===== config.mk =====
export PLATFORM = sky130hd
export DESIGN_NAME = systick_timer
export DESIGN_NICKNAME = d
export VERILOG_FILES = /design/src/rtl/systick_pkg.sv /design/src/rtl/systick_prescaler.sv /design/src/rtl/systick_counter.sv /design/src/rtl/systick_regs.sv /design/src/rtl/systick_timer.sv
export SDC_FILE = /design/constraint.sdc
export NUM_CORES = 1
export LEC_CHECK = 0
export ABC_AREA = 1
export BUFFER_PORTS_ARGS = -buffer_cell sky130_fd_sc_hd__buf_2
export CAP_MARGIN = 25
export CORE_MARGIN = 1
export CORE_UTILIZATION = 30
export CTS_CLUSTER_DIAMETER = 40
export DETAILED_ROUTE_END_ITERATION = 12
export HOLD_SLACK_MARGIN = 0.12
export PLACE_DENSITY = 0.52
export SKIP_LAST_GASP = 1
export SLEW_MARGIN = 30
export SYNTH_ARGS = -nofsm -noshare
export SYNTH_HDL_FRONTEND = slang
export SYNTH_SLANG_ARGS = --single-unit

===== constraint.sdc =====
create_clock -name clk -period 3.72 [get_ports clk]
set_input_delay 1.116 -clock clk [delete_from_list [all_inputs] [get_ports clk]]
set_output_delay 1.116 -clock clk [all_outputs]
set_load 0.03 [all_outputs]

===== src/rtl/systick_pkg.sv =====
package systick_pkg;
  localparam int unsigned ST_DATA_W = 32;
  localparam int unsigned ST_ADDR_W = 5;

  typedef logic [ST_DATA_W-1:0] st_word_t;
  typedef logic [ST_ADDR_W-1:0] st_addr_t;

  localparam st_addr_t ST_OFF_CTRL = 5'h00;
  localparam st_addr_t ST_OFF_STAT = 5'h04;
  localparam st_addr_t ST_OFF_CNT  = 5'h08;
  localparam st_addr_t ST_OFF_CMP  = 5'h10;

  localparam int unsigned CB_RUN    = 0;
  localparam int unsigned CB_IEN    = 1;
  localparam int unsigned CB_FULL   = 2;
  localparam int unsigned CB_RELOAD = 3;
  localparam int unsigned CB_SWI    = ST_DATA_W - 1;

  localparam int unsigned ST_DIV = 8;

  typedef struct packed {
    logic swi;
    logic reload;
    logic full;
    logic ien;
    logic run;
  } st_ctrl_t;

  // count after one tick, given the auto-return mode
  function automatic st_word_t st_next_count(st_word_t cnt, st_word_t cmp, logic reload);
    if (reload && (cnt == cmp)) return '0;
    return cnt + 1'b1;
  endfunction

  function automatic st_word_t st_ctrl_to_word(st_ctrl_t c);
    st_word_t w;
    w            = '0;
    w[CB_RUN]    = c.run;
    w[CB_IEN]    = c.ien;
    w[CB_FULL]   = c.full;
    w[CB_RELOAD] = c.reload;
    w[CB_SWI]    = c.swi;
    return w;
  endfunction

  function automatic st_ctrl_t st_word_to_ctrl(st_word_t w);
    st_ctrl_t c;
    c.run    = w[CB_RUN];
    c.ien    = w[CB_IEN];
    c.full   = w[CB_FULL];
    c.reload = w[CB_RELOAD];
    c.swi    = w[CB_SWI];
    return c;
  endfunction
endpackage


===== src/rtl/systick_prescaler.sv =====
module systick_prescaler #(
  parameter int unsigned DIV = 8
) (
  input  logic clk,
  input  logic rst_n,
  input  logic run,
  output logic hit
);
  localparam int unsigned PW = (DIV > 1) ? $clog2(DIV) : 1;
  localparam logic [PW-1:0] LAST = PW'(DIV - 1);

  logic [PW-1:0] phase;

  always_ff @(posedge clk) begin
    if (!rst_n)              phase <= '0;
    else if (!run)           phase <= '0;
    else if (phase == LAST)  phase <= '0;
    else                     phase <= phase + 1'b1;
  end

  assign hit = run && (phase == LAST);

  generate
    if (DIV > 1) begin : g_gap

      presc_gap_chk: assert property (@(posedge clk) disable iff (!rst_n)
        hit |=> !hit);

      presc_stop_chk: assert property (@(posedge clk) disable iff (!rst_n)
        !run |=> !hit);
    end
  endgenerate
endmodule


===== src/rtl/systick_counter.sv =====
module systick_counter
  import systick_pkg::*;
(
  input  logic     clk,
  input  logic     rst_n,
  input  logic     tick,
  input  logic     reload,
  input  st_word_t cmp,
  input  logic     wr_en,
  input  st_word_t wr_data,
  output st_word_t cnt,
  output logic     match_evt
);
  st_word_t nxt_tick;

  assign nxt_tick  = st_next_count(cnt, cmp, reload);
  assign match_evt = tick && !wr_en && (nxt_tick == cmp);

  always_ff @(posedge clk) begin
    if (!rst_n)     cnt <= '0;
    else if (wr_en) cnt <= wr_data;
    else if (tick)  cnt <= nxt_tick;
  end


  cnt_load_chk: assert property (@(posedge clk) disable iff (!rst_n)
    wr_en |=> cnt == $past(wr_data));

  cnt_hold_chk: assert property (@(posedge clk) disable iff (!rst_n)
    (!tick && !wr_en) |=> $stable(cnt));

  cnt_return_chk: assert property (@(posedge clk) disable iff (!rst_n)
    (tick && !wr_en && reload && cnt == cmp) |=> cnt == '0);

  cnt_step_chk: assert property (@(posedge clk) disable iff (!rst_n)
    (tick && !wr_en && !reload) |=> cnt == $past(cnt) + 1'b1);
endmodule


===== src/rtl/systick_regs.sv =====
module systick_regs
  import systick_pkg::*;
(
  input  logic     clk,
  input  logic     rst_n,
  input  logic     bus_sel,
  input  logic     bus_wr,
  input  st_addr_t bus_addr,
  input  st_word_t bus_wdata,
  input  st_word_t cnt,
  input  logic     match_evt,
  output st_ctrl_t ctrl,
  output st_word_t cmp,
  output logic     cnt_wr,
  output logic     flag,
  output st_word_t bus_rdata
);
  logic wr_any, wr_ctrl, wr_stat, wr_cmp, flag_clr;

  assign wr_any   = bus_sel && bus_wr;
  assign wr_ctrl  = wr_any && (bus_addr == ST_OFF_CTRL);
  assign wr_stat  = wr_any && (bus_addr == ST_OFF_STAT);
  assign cnt_wr   = wr_any && (bus_addr == ST_OFF_CNT);
  assign wr_cmp   = wr_any && (bus_addr == ST_OFF_CMP);
  assign flag_clr = wr_stat && !bus_wdata[0];

  always_ff @(posedge clk) begin
    if (!rst_n) begin
      ctrl <= '0;
      cmp  <= '0;
    end else begin
      if (wr_ctrl) ctrl <= st_word_to_ctrl(bus_wdata);
      if (wr_cmp)  cmp  <= bus_wdata;
    end
  end

  always_ff @(posedge clk) begin
    if (!rst_n)         flag <= 1'b0;
    else if (match_evt) flag <= 1'b1;
    else if (flag_clr)  flag <= 1'b0;
  end

  always_comb begin
    bus_rdata = '0;
    if (bus_sel && !bus_wr) begin
      case (bus_addr)
        ST_OFF_CTRL: bus_rdata = st_ctrl_to_word(ctrl);
        ST_OFF_STAT: bus_rdata = {{(ST_DATA_W-1){1'b0}}, flag};
        ST_OFF_CNT:  bus_rdata = cnt;
        ST_OFF_CMP:  bus_rdata = cmp;
        default:     bus_rdata = '0;
      endcase
    end
  end


  flag_set_chk: assert property (@(posedge clk) disable iff (!rst_n)
    match_evt |=> flag);

  flag_clear_chk: assert property (@(posedge clk) disable iff (!rst_n)
    (flag_clr && !match_evt) |=> !flag);

  flag_sticky_chk: assert property (@(posedge clk) disable iff (!rst_n)
    (flag && !flag_clr) |=> flag);
endmodule


===== src/rtl/systick_timer.sv =====
module systick_timer
  import systick_pkg::*;
(
  input  logic        clk,
  input  logic        rst_n,
  input  logic        bus_sel,
  input  logic        bus_wr,
  input  logic [4:0]  bus_addr,
  input  logic [31:0] bus_wdata,
  output logic [31:0] bus_rdata,
  output logic        tick_irq
);
  st_ctrl_t ctrl;
  st_word_t cmp, cnt;
  logic     cnt_wr, flag, match_evt, presc_hit, tick;

  systick_regs u_regs (
    .clk       (clk),
    .rst_n     (rst_n),
    .bus_sel   (bus_sel),
    .bus_wr    (bus_wr),
    .bus_addr  (bus_addr),
    .bus_wdata (bus_wdata),
    .cnt       (cnt),
    .match_evt (match_evt),
    .ctrl      (ctrl),
    .cmp       (cmp),
    .cnt_wr    (cnt_wr),
    .flag      (flag),
    .bus_rdata (bus_rdata)
  );

  systick_prescaler #(.DIV(ST_DIV)) u_presc (
    .clk   (clk),
    .rst_n (rst_n),
    .run   (ctrl.run),
    .hit   (presc_hit)
  );

  assign tick = ctrl.run && (ctrl.full || presc_hit);

  systick_counter u_cnt (
    .clk       (clk),
    .rst_n     (rst_n),
    .tick      (tick),
    .reload    (ctrl.reload),
    .cmp       (cmp),
    .wr_en     (cnt_wr),
    .wr_data   (bus_wdata),
    .cnt       (cnt),
    .match_evt (match_evt)
  );

  assign tick_irq = (flag && ctrl.ien) || ctrl.swi;


  irq_soft_chk: assert property (@(posedge clk) disable iff (!rst_n)
    ctrl.swi |-> tick_irq);

  irq_quiet_chk: assert property (@(posedge clk) disable iff (!rst_n)
    (!ctrl.swi && !flag) |-> !tick_irq);

  full_rate_chk: assert property (@(posedge clk) disable iff (!rst_n)
    (ctrl.run && ctrl.full) |-> tick);
endmodule


# Yosys cells after proc, flatten, opt, wreduce, memory -nomap -nowiden
# Cells that the tools add are included.
totals:
  in_bits: 41
  reg_bits: 73
  elab_cells: 50
op_classes:
  eq_ne: 6
  add_sub_neg: 2
  muxes: 9
  bitwise_logic: 2
  n_reduce_logical: 22
ops:
  columns: ["op", "n"]
  rows:
  - ["32-bit 2-to-1 mux", 5]
  - ["32-bit case mux with 4 select lines", 1]
  - ["32-bit equality test", 2]
  - ["32-bit by 1-bit adder with 32-bit output (second input constant)", 1]
  - ["1-bit logical AND", 13]
  - ["5-bit by 3-bit equality test with 1-bit output (second input constant)", 1]
  - ["5-bit by 4-bit equality test with 1-bit output (second input constant)", 1]
  - ["5-bit equality test (second input constant)", 1]
  - ["5-bit zero test", 1]
  - ["2-bit nonzero test", 2]
  - ["3-bit by 1-bit adder with 3-bit output (second input constant)", 1]
  - ["3-bit equality test (second input constant)", 1]
  - ["1-bit zero test", 3]
  - ["1-bit 2-to-1 mux", 3]
  - ["3-bit OR reduction", 1]
  - ["1-bit logical OR", 2]
  - ["1-bit NOT", 2]

# Logic depth before layout (Yosys ltp)
# Gate-level depths: netlist of the first run.
logic_depth:
  ltp_word: 7
  mapped_depth: 20
  depth_no_buf: 19

# Cells and area by module
# From an unflattened synthesis of the first run, not the netlist that was laid out.
hier_totals:
  hier_cells: 1048
  area_unflattened_um2: 5945.7
modules_own_cells:
  columns: ["module", "area_each_um2", "n_inst", "seq_area_each_um2", "cells_per_inst"]
  rows:
  - ["systick_counter", 3447.1, 1, 640.6, 645]
  - ["systick_regs", 2351.0, 1, 760.7, 383]
  - ["systick_prescaler", 125.1, 1, 60.1, 14]
  - ["systick_timer", 22.5, 1, 0.0, 6]

# Least setup slack after synthesis of the first run
# OpenSTA, ideal clock, no wires.
synth_path:
  path_kind: "input port to output port"
  startpoint: "input bus_addr[1]"
  endpoint: "output bus_rdata[0]"
  arrival_time_ns: 2.569
  required_time_ns: 2.604
  slack_ns: 0.035
  cell_stages: 8
  n_path_buf: 1
  cell_sequence: "nor3_1 -> nand2_1 -> nor2_1 -> inv_1 -> clkbuf_1 -> o22ai_1 -> a221oi_1 -> nor2_1"
synth_between:
  elab_chain_cells: 3
  elab_cells_between_ends: 6
  cone_classes: "3 x eq/ne; 2 x mux; 1 x reduce/logical"
synth_rtl:
  columns: ["item", "line", "rtl"]
  rows:
  - ["start: declaration", "systick_timer.sv:8", "input logic [4:0] bus_addr,"]
  - ["5-bit equality test (tied with other cells)", "systick_regs.sv:46", "case (bus_addr)"]
  - ["32-bit case mux with 4 select lines *", "systick_regs.sv:46", null]
  - ["32-bit 2-to-1 mux *", "systick_regs.sv:45", "if (bus_sel && !bus_wr) begin"]
  - ["end: declaration", "systick_timer.sv:10", "output logic [31:0] bus_rdata,"]
# Mark *: on every way between the ends. The rest lies on a longest branch, timed or not.

# Final worst setup path of the first run
# Same ends and word-level chain as after synthesis.

==> impl_metrics.py, run 1 <==
metrics = {
    "cts": {
        "cts-resized-gates": 0,
        "cts_max_level": 3,
        "clock_sinks": 73,
        "clkTransAtPathRegs_ps": 60,
        "cts_hold_buf": 0,
        "tritoncts": "done",
        "cts_buffers": 9,
        "cts_buffer_depth": 2,
        "cts_setup_buffers": 0,
        "ctsRootBufferMaster": "clkbuf_16",
        "clock_latency_ps": 360,
    },
    "placed_design": {
        "portBuffers": 73,
        "dp_hpwl_um": 17500,
        "postPlaceCellArea_um2": 6600,
        "place.gp.congestion": 0.941,
    },
    "cells_and_area": {
        "syn_to_final_growth_pct": 17.7,
        "diodes": 0,
        "final_common_cell": "nand2_1",
        "finalNetCount": 1157,
        "final_cell_area_um2": 6940,
        "layout-drive-gt1-share": 0.127,
        "mostFrequentLayoutCells": "nand2_1 (342), inv_1 (130), nor2_1 (115), nand3_1 (92), dfxtp_1 (73)",
        "final_core_util": 0.366,
        "nFillCells": 2155,
    },
    "floorplan": {
        "die_area_um2": 20200,
        "ios": 74,
        "rows": 50,
        "core_um2": 19000,
        "start_util": 0.311,
        "die_h_um": 142,
        "die_x_um": 142,
    },
    "logic_synthesis": {
        "syn_area_um2": 5900,
        "syn_inst": 1051,
        "yosysWarnings": 0,
        "syn_avg_cell_area_um2": 5.61,
        "synth_cell_type_count": 36,
        "synth-seq-cells": 73,
        "synth_nets": 1095,
        "seq_area_frac_synth": 0.248,
    },
    "sta": {
        "finalSetupViolations": 0,
        "finalMaxSlewViolations": 0,
        "rsz0062_at_grt": "no",
        "worstMarginPinSlew_ps": 690,
        "max_freq_ghz": 0.279,
        "fin_crit_ps": 3580,
        "setup_tns_ps": 0,
        "min_period_over_period": 0.963,
        "maxSlewHeadroom": 0.536,
        "hold_viol": 0,
        "clock-skew-final_ps": 7.78,
    },
    "worst_setup_path": {
        "crit_arrival_ps": 2470,
        "critPathLaunchType": "primary input",
        "critical_path_class": "primary input to output port",
        "path_max_fanout": 11,
        "critPathCaptureType": "output port",
        "reg2reg_slack_ps": 850,
        "crit_required_ps": 2600,
    },
    "global_routing": {
        "grt_busiest_layer": "met2",
        "antenna_found_initial": 0,
        "grt_pass1_wl_um": 35700,
        "grt_max_degree": 65,
        "first_global_vias": 6406,
        "globalRouteMet3Util": 0.0410,
        "grtUsageMet1": 0.318,
        "grt_use_met2": 0.367,
        "grtUsageTotal": 0.232,
        "gr-total-overflow": 0,
    },
    "routing": {
        "totalWireLength_um": 22800,
        "drtIter0Drc": 474,
        "drc": 0,
        "drt_pass1_iterations": 7,
        "num_vias": 6906,
        "wl_per_cell_um": 16.5,
        "drtAntennaViolNets": 0,
        "avgViaCountPerCell": 5.01,
    },
    "power": {
        "p_leak_uw": 0.00296,
        "ir_worst_vdd_v": 0.000214,
        "power_density_nw_per_um2": 265,
    },
    "job": {
        "cap_viol_max_count": 0,
    },
    "hold_path": {
        "min_path_type": "flop to flop",
    },
    "status": {
        "status": "finished clean",
    },
}
-- state kept, by name (all words and copies together), names as in the netlist --
signal / flops
u_regs.cmp: 32
u_presc.phase: 3
u_regs.ctrl: 5
u_regs.flag: 1
u_cnt.cnt: 32
-- layout make-up --
| type | instances | area [um^2] | area share |
|---|---|---|---|
| multi-input cells | 793 | 3750 | 0.541 |
| flip-flops and latches | 73 | 1460 | 0.211 |
| repair buffers | 95 | 571 | 0.0822 |
| inverters | 141 | 529 | 0.0763 |
| well taps | 260 | 325 | 0.0469 |
| clock buffers | 11 | 243 | 0.0350 |
| clock inverters | 5 | 55.1 | 0.00794 |
-- per-layer routing --
metal	wire length (um)	part of all wire
met4	524	0.023
met2	10000	0.44
met1	10900	0.48
met5	0	0
met3	1380	0.060
-- cells by family (layout without fill, tap and decap cells) --
| group | count (synthesis) | in the layout | synth area share |
|---|---|---|---|
| AND/OR/NAND/NOR | 603 | 603 | 0.429 |
| XOR/XNOR | 29 | 29 | 0.0444 |
| flip-flops | 73 | 73 | 0.248 |
| AO/OA/AOI/OAI | 158 | 158 | 0.150 |
| buffers and inverters | 185 | 252 | 0.123 |
| adder cells (fa/ha/maj) | 3 | 3 | 0.00637 |
-- critical path, cell delays in order --
cell      delay (ps)
buf_2            120
nor3_4           200
nand2_1          100
nor2_2           100
inv_1             90
buf_4            200
o22ai_1          170
a221oi_1          80
nor2_1            90
clkbuf_4         190
-- cells in the mapped netlist, drive strengths merged --
cell | instances | area [um^2]
nand2 | 343 | 1290
inv | 139 | 522
nor2 | 126 | 505
nand3 | 97 | 505
dfxtp | 73 | 1460
o21ai | 50 | 250
a21oi | 43 | 219
clkbuf | 33 | 125
a31oi | 32 | 200
o22ai | 29 | 181
xor2 | 22 | 200
nand4 | 19 | 119
nor3 | 15 | 86.3
buf | 11 | 70.1
xnor2 | 7 | 61.3
ha | 3 | 37.5
clkinv | 2 | 7.51
a21o | 1 | 7.51
a221oi | 1 | 8.76
nand3b | 1 | 7.51
nor3b | 1 | 7.51
nor4 | 1 | 6.26
o221ai | 1 | 8.76
o31ai | 1 | 7.51
-- power by group --
part           switching (uW)  internal [uW]
logic                    87.4           48.1
clock network             373            536
registers                5.65            786
total                     466           1370
-- stage by stage --
step	worst slack, ps	power (uW)	hold WS (ps)	std cells
final	138	1840	423	1378
after global routing	15.4	1890	464	1378
after CTS	1.62	1840	426	1378
after detailed placement	16.0	942	417	1362
after global placement	45.8	942	414	1362
after floorplan	34.6	877	399	1051
-- path summary, 6_finish.rpt --
kind / from / end / cells past startpoint
setup / recovery: bus_addr[1] / bus_rdata[0] / 10
hold / removal: u_presc.phase[0] / u_presc.phase[0] / 1
setup reg to reg: u_cnt.cnt[0] / u_regs.flag / 17
hold reg to reg: u_presc.phase[0] / u_presc.phase[0] / 1
No activity file was read; power rests on OpenSTA's default activity.
==> run 2, diff against run 1 <==
Clock period 3.72 ns to 4.3 ns, I/O delays scaled along.
==> run 2 against run 1 <==
Global-route usage about the same. Cell count decreased by 0.51%. Largest power group unchanged. Setup slack improved by 150 ps. Critical path type unchanged. Highest routed layer unchanged. Critical endpoint is now bus_rdata[2].
==> impl_metrics.py, run 2 (synthesized netlist as in run 1, its figures left out) <==
metrics = {
    "status": {
        "status": "finished clean",
    },
    "cells_and_area": {
        "layout-drive-gt1-share": 0.119,
        "syn_to_final_growth_pct": 16.4,
        "nFillCells": 2172,
        "mostFrequentLayoutCells": "nand2_1 (342), inv_1 (130), nor2_1 (116), nand3_1 (92)",
        "finalNetCount": 1150,
        "final_core_util": 0.362,
        "diodes": 0,
        "final_common_cell": "nand2_1",
        "final_cell_area_um2": 6860,
        "seqCellArea_um2": 1460,
        "reg.largest.list": "u_cnt.cnt (32), u_regs.cmp (32), u_regs.ctrl (5)",
        "multi_input_area_um2": 3730,
    },
    "routing": {
        "wl_per_cell_um": 16.6,
        "totalWireLength_um": 22800,
        "num_vias": 6834,
        "drt_pass1_iterations": 6,
        "drtAntennaViolNets": 0,
        "avgViaCountPerCell": 4.98,
        "drc": 0,
        "drtIter0Drc": 539,
    },
    "worst_setup_path": {
        "critPathCaptureType": "output port",
        "r2r_start": "u_cnt.cnt[1]",
        "critPathLaunchType": "primary input",
        "reg2reg_slack_ps": 1150,
        "crit_required_ps": 3010,
        "r2r_end": "u_regs.flag",
        "slowest_delay_ps": 240,
        "rr_worst_depth": 17,
        "worst_path_max_delay_cell": "nor3_1",
        "path_max_fanout": 22,
        "path_cells": "buf_2, nor3_1, nand2_1, nor2_1, inv_1, buf_12, o22ai_1, o21ai_0, inv_1, buf_2",
        "crit_arrival_ps": 2730,
        "critical_path_class": "primary input to output port",
    },
    "cts": {
        "cts_max_level": 3,
        "cts_buffers": 9,
        "cts-resized-gates": 0,
        "clkTransAtPathRegs_ps": 70,
        "clock_latency_ps": 370,
        "cts_hold_buf": 0,
        "cts_setup_buffers": 0,
        "clock_sinks": 73,
        "ctsRootBufferMaster": "clkbuf_16",
        "cts_buffer_depth": 2,
        "tritoncts": "done",
    },
    "hold_path": {
        "worstHoldPathCells": 1,
        "hp-start": "u_presc.phase[0]",
        "min_path_type": "flop to flop",
        "worstHoldEndpoint": "u_presc.phase[0]",
    },
    "sta": {
        "setup_tns_ps": 0,
        "finalMaxSlewViolations": 0,
        "finalSetupViolations": 0,
        "clock-skew-final_ps": 8.05,
        "worst_slack_ps": 284,
        "hold_viol": 0,
        "rsz0062_at_grt": "no",
        "min_period_over_period": 0.934,
        "max_freq_ghz": 0.249,
        "fin_crit_ps": 4020,
        "worstMarginPinSlew_ps": 838,
        "maxSlewHeadroom": 0.441,
        "worst_hold_slack_ps": 427,
    },
    "global_routing": {
        "first_global_vias": 6351,
        "grtUsageTotal": 0.232,
        "antenna_found_initial": 0,
        "grt_pass1_wl_um": 35500,
        "gr-total-overflow": 0,
        "grt_max_degree": 65,
    },
    "power": {
        "p_leak_uw": 0.00294,
        "ir_worst_vdd_v": 0.000211,
        "power_density_nw_per_um2": 243,
    },
    "floorplan": {
        "start_util": 0.311,
        "die_x_um": 142,
        "ios": 74,
        "die_h_um": 142,
        "die_area_um2": 20200,
        "rows": 50,
        "core_um2": 19000,
    },
    "placed_design": {
        "dp_hpwl_um": 17300,
        "place.gp.congestion": 0.930,
        "portBuffers": 73,
        "dp_slack_ps": 281,
        "postPlaceCellArea_um2": 6530,
    },
    "job": {
        "cap_viol_max_count": 0,
    },
}
run 2: worst max-delay path: cells and delay by family:
kind / cells / cell delay, ps
AOI/OAI and AO/OA: 2 / 280
and+or+nand+nor: 3 / 520
buffers and inverters: 5 / 620
run 2: cell type report:
class / count / area share
Sequential cell: 73 / 0.213
Multi-Input combinational cell: 793 / 0.543
Tap cell: 260 / 0.0474
Timing Repair Buffer: 88 / 0.0715
Inverter: 141 / 0.0771
Clock buffer: 9 / 0.0328
Clock inverter: 7 / 0.0150
run 2: layer usage:
layer / vias to the layer above / track usage / part of all wire
li1: 3481 / - / -
met1: 3092 / 0.315 / 0.48
met2: 225 / 0.368 / 0.43
met3: 36 / 0.0340 / 0.055
met4: 0 / 0.0900 / 0.027
met5: - / 0 / 0
run 2: how the worst max path moves through the flow:
| stage | start | endpoint | slack (ps) | cells after the start |
|---|---|---|---|---|
| final | bus_addr[1] | bus_rdata[2] | 280 | 10 |
| after global routing | bus_addr[1] | bus_rdata[12] | 40 | 10 |
| after CTS | bus_addr[1] | bus_rdata[17] | 280 | 10 |
| after detailed placement | bus_addr[1] | bus_rdata[17] | 280 | 10 |
| after global placement | bus_addr[1] | bus_rdata[17] | 300 | 10 |
| after floorplan | bus_addr[1] | bus_rdata[0] | 270 | 8 |
run 2: metrics by stage:
stage / power (uW) / instances
2_1_floorplan: 759 / 1051
3_3_place_gp: 813 / 1355
3_5_place_dp: 813 / 1355
4_1_cts: 1680 / 1371
5_1_grt: 1720 / 1371
6_report: 1670 / 1371
run 2: where the power goes:
group | switching [uW] | total [uW] | internal [uW]
Clock | 358 | 873 | 515
Combinational | 73.7 | 113 | 39.1
Sequential | 4.85 | 685 | 680
Total | 437 | 1670 | 1230
==> run 3, diff against run 2 <==
==> constraint.sdc (replaced) <==
create_clock -name clk -period 4.3 [get_ports clk]
set_input_delay 0 -clock clk [delete_from_list [all_inputs] [get_ports clk]]
set_output_delay 0 -clock clk [all_outputs]
set_load 0.03 [all_outputs]
==> run 3 against run 2 <==
Register-to-register slack improved by 190 ps. Combinational power rose by 19%. Clock-buffer cell count rose by 1. Setup slack gained 1100 ps. Worst hold slack worse by 290 ps. Die area unchanged. Non-clock buffer count is 26 higher. Global-route usage up 1.1 points. Critical path type is now flop to flop. Largest cell class unchanged. Largest power group unchanged.
==> impl_metrics.py, run 3 (synthesized netlist as in run 1, its figures left out) <==
metrics = {
    "cts": {
        "tritoncts": "done",
        "cts_buffers": 9,
        "clock_latency_ps": 360,
        "clkTransAtPathRegs_ps": 60,
        "cts_setup_buffers": 0,
        "ctsRootBufferMaster": "clkbuf_16",
        "clock_sinks": 73,
        "cts_buffer_depth": 2,
        "cts-resized-gates": 0,
        "cts_hold_buf": 32,
        "cts_max_level": 3,
    },
    "floorplan": {
        "die_x_um": 142,
        "ios": 74,
        "core_um2": 19000,
        "rows": 50,
        "die_area_um2": 20200,
        "start_util": 0.311,
        "die_h_um": 142,
    },
    "global_routing": {
        "grt_max_degree": 57,
        "antenna_found_initial": 0,
        "first_global_vias": 6707,
        "grtUsageTotal": 0.243,
        "grt_pass1_wl_um": 37400,
        "gr-total-overflow": 0,
    },
    "sta": {
        "maxSlewHeadroom": 0.479,
        "finalMaxSlewViolations": 0,
        "worstMarginPinSlew_ps": 781,
        "clock-skew-final_ps": 9.08,
        "fin_crit_ps": 2960,
        "min_period_over_period": 0.689,
        "finalSetupViolations": 0,
        "hold_viol": 0,
        "rsz0062_at_grt": "no",
        "setup_tns_ps": 0,
        "max_freq_ghz": 0.337,
    },
    "power": {
        "comb_power_share": 0.078,
        "p_leak_uw": 0.00307,
        "p_clk_frac": 0.527,
        "p_sw_frac": 0.238,
        "power_frac_seq": 0.395,
        "ir_worst_vdd_v": 0.000190,
        "switchingPower_uw": 412,
        "power_density_nw_per_um2": 241,
        "p_int_uw": 1320,
    },
    "routing": {
        "drtAntennaViolNets": 0,
        "wl_per_cell_um": 16.9,
        "drtIter0Drc": 595,
        "avgViaCountPerCell": 5.02,
        "drc": 0,
        "totalWireLength_um": 23600,
        "num_vias": 7013,
        "drt_pass1_iterations": 5,
    },
    "worst_setup_path": {
        "path_cells": "inv_1, nand2_1, nand2_1, nor2_1, nand3_1, nor2_1, nand3_2, buf_12, nand2_1, nand2_1, nand2_1, nand3_1, nor2_1, nand2_1, nor2_1, nand2_1, a21oi_2",
        "worst_path_most_repeated_cell": "nand2_1",
        "path_max_fanout": 56,
        "slowest_delay_ps": 540,
        "critPathTopFamily": "simple AND/OR/NAND/NOR gates",
        "critical_path_buf_inv_count": 2,
        "crit_arrival_ps": 3250,
        "critPathCaptureType": "flop",
        "worst_path_max_delay_cell": "dfxtp_1",
        "critical_path_class": "flop to flop",
        "critPathLaunchType": "flop",
        "crit_required_ps": 4590,
    },
    "cells_and_area": {
        "mostFrequentLayoutCells": "nand2_1 (342), inv_1 (130), nor2_1 (116), nand3_1 (92)",
        "final_core_util": 0.379,
        "instances_no_fill": 1397,
        "syn_to_final_growth_pct": 21.9,
        "diodes": 0,
        "reg.largest.list": "u_cnt.cnt (32), u_regs.cmp (32), u_regs.ctrl (5)",
        "layout-drive-gt1-share": 0.112,
        "finalNetCount": 1176,
        "final_common_cell": "nand2_1",
        "nFillCells": 2156,
    },
    "status": {
        "status": "finished clean",
    },
    "placed_design": {
        "dpl.cell_count": 1348,
        "portBuffers": 73,
        "dp_hpwl_um": 17400,
        "place.gp.congestion": 0.960,
    },
    "job": {
        "cap_viol_max_count": 0,
    },
    "hold_path": {
        "min_path_type": "primary input to flop",
    },
}
run 3: routing by layer:
layer,global-route usage,vias up,routed length (um)
li1,-,3545,-
met1,0.331,3182,11100
met2,0.376,247,10200
met3,0.0397,39,1510
met4,0.106,0,798
met5,0,-,0
run 3: worst reg2reg max path, stage by stage, from the launching register on:
cell,delay (ps)
dfxtp_1,540
inv_1,100
nand2_1,180
nand2_1,80
nor2_1,110
nand3_1,80
nor2_1,160
nand3_2,390
buf_12,350
nand2_1,120
nand2_1,50
nand2_1,120
nand3_1,110
nor2_1,100
nand2_1,120
nor2_1,120
nand2_1,70
a21oi_2,110
run 3: final cells by class:
| class | instances | area, um^2 | area share |
|---|---|---|---|
| tap | 260 | 325 | 0.0453 |
| timing repair buffer | 114 | 786 | 0.109 |
| multi-input combinational | 793 | 3730 | 0.519 |
| clock buffer | 10 | 239 | 0.0333 |
| inverter | 141 | 531 | 0.0738 |
| sequential | 73 | 1460 | 0.203 |
| clock inverter | 6 | 115 | 0.0160 |
run 3: metrics by stage:
stage	total power (uW)	hold WS (ps)	setup slack, ps	instance area [um^2]
final	1730	139	1340	7180
after global routing	1790	147	1060	7180
after CTS	1750	130	1420	7160
after detailed placement	811	290	1430	6480
after global placement	811	286	1410	6480
after floorplan	759	135	2200	5900
run 3: path summary, 6_finish.rpt:
| kind | start | endpoint | slack [ps] | cells past startpoint |
|---|---|---|---|---|
| min reg2reg | u_presc.phase[0] | u_presc.phase[0] | 420 | 1 |
| max reg2reg | u_cnt.cnt[5] | u_regs.flag | 1340 | 17 |
| min | bus_sel | u_regs.flag | 140 | 4 |
| max | u_cnt.cnt[5] | u_regs.flag | 1340 | 17 |
run 3: power by group through the flow:
stage	combinational, uW	clock, uW	sequential (uW)
after floorplan	61.0	0	698
after global placement	111	0	700
after detailed placement	111	0	700
after CTS	134	931	685
after global routing	150	958	685
final	134	913	685
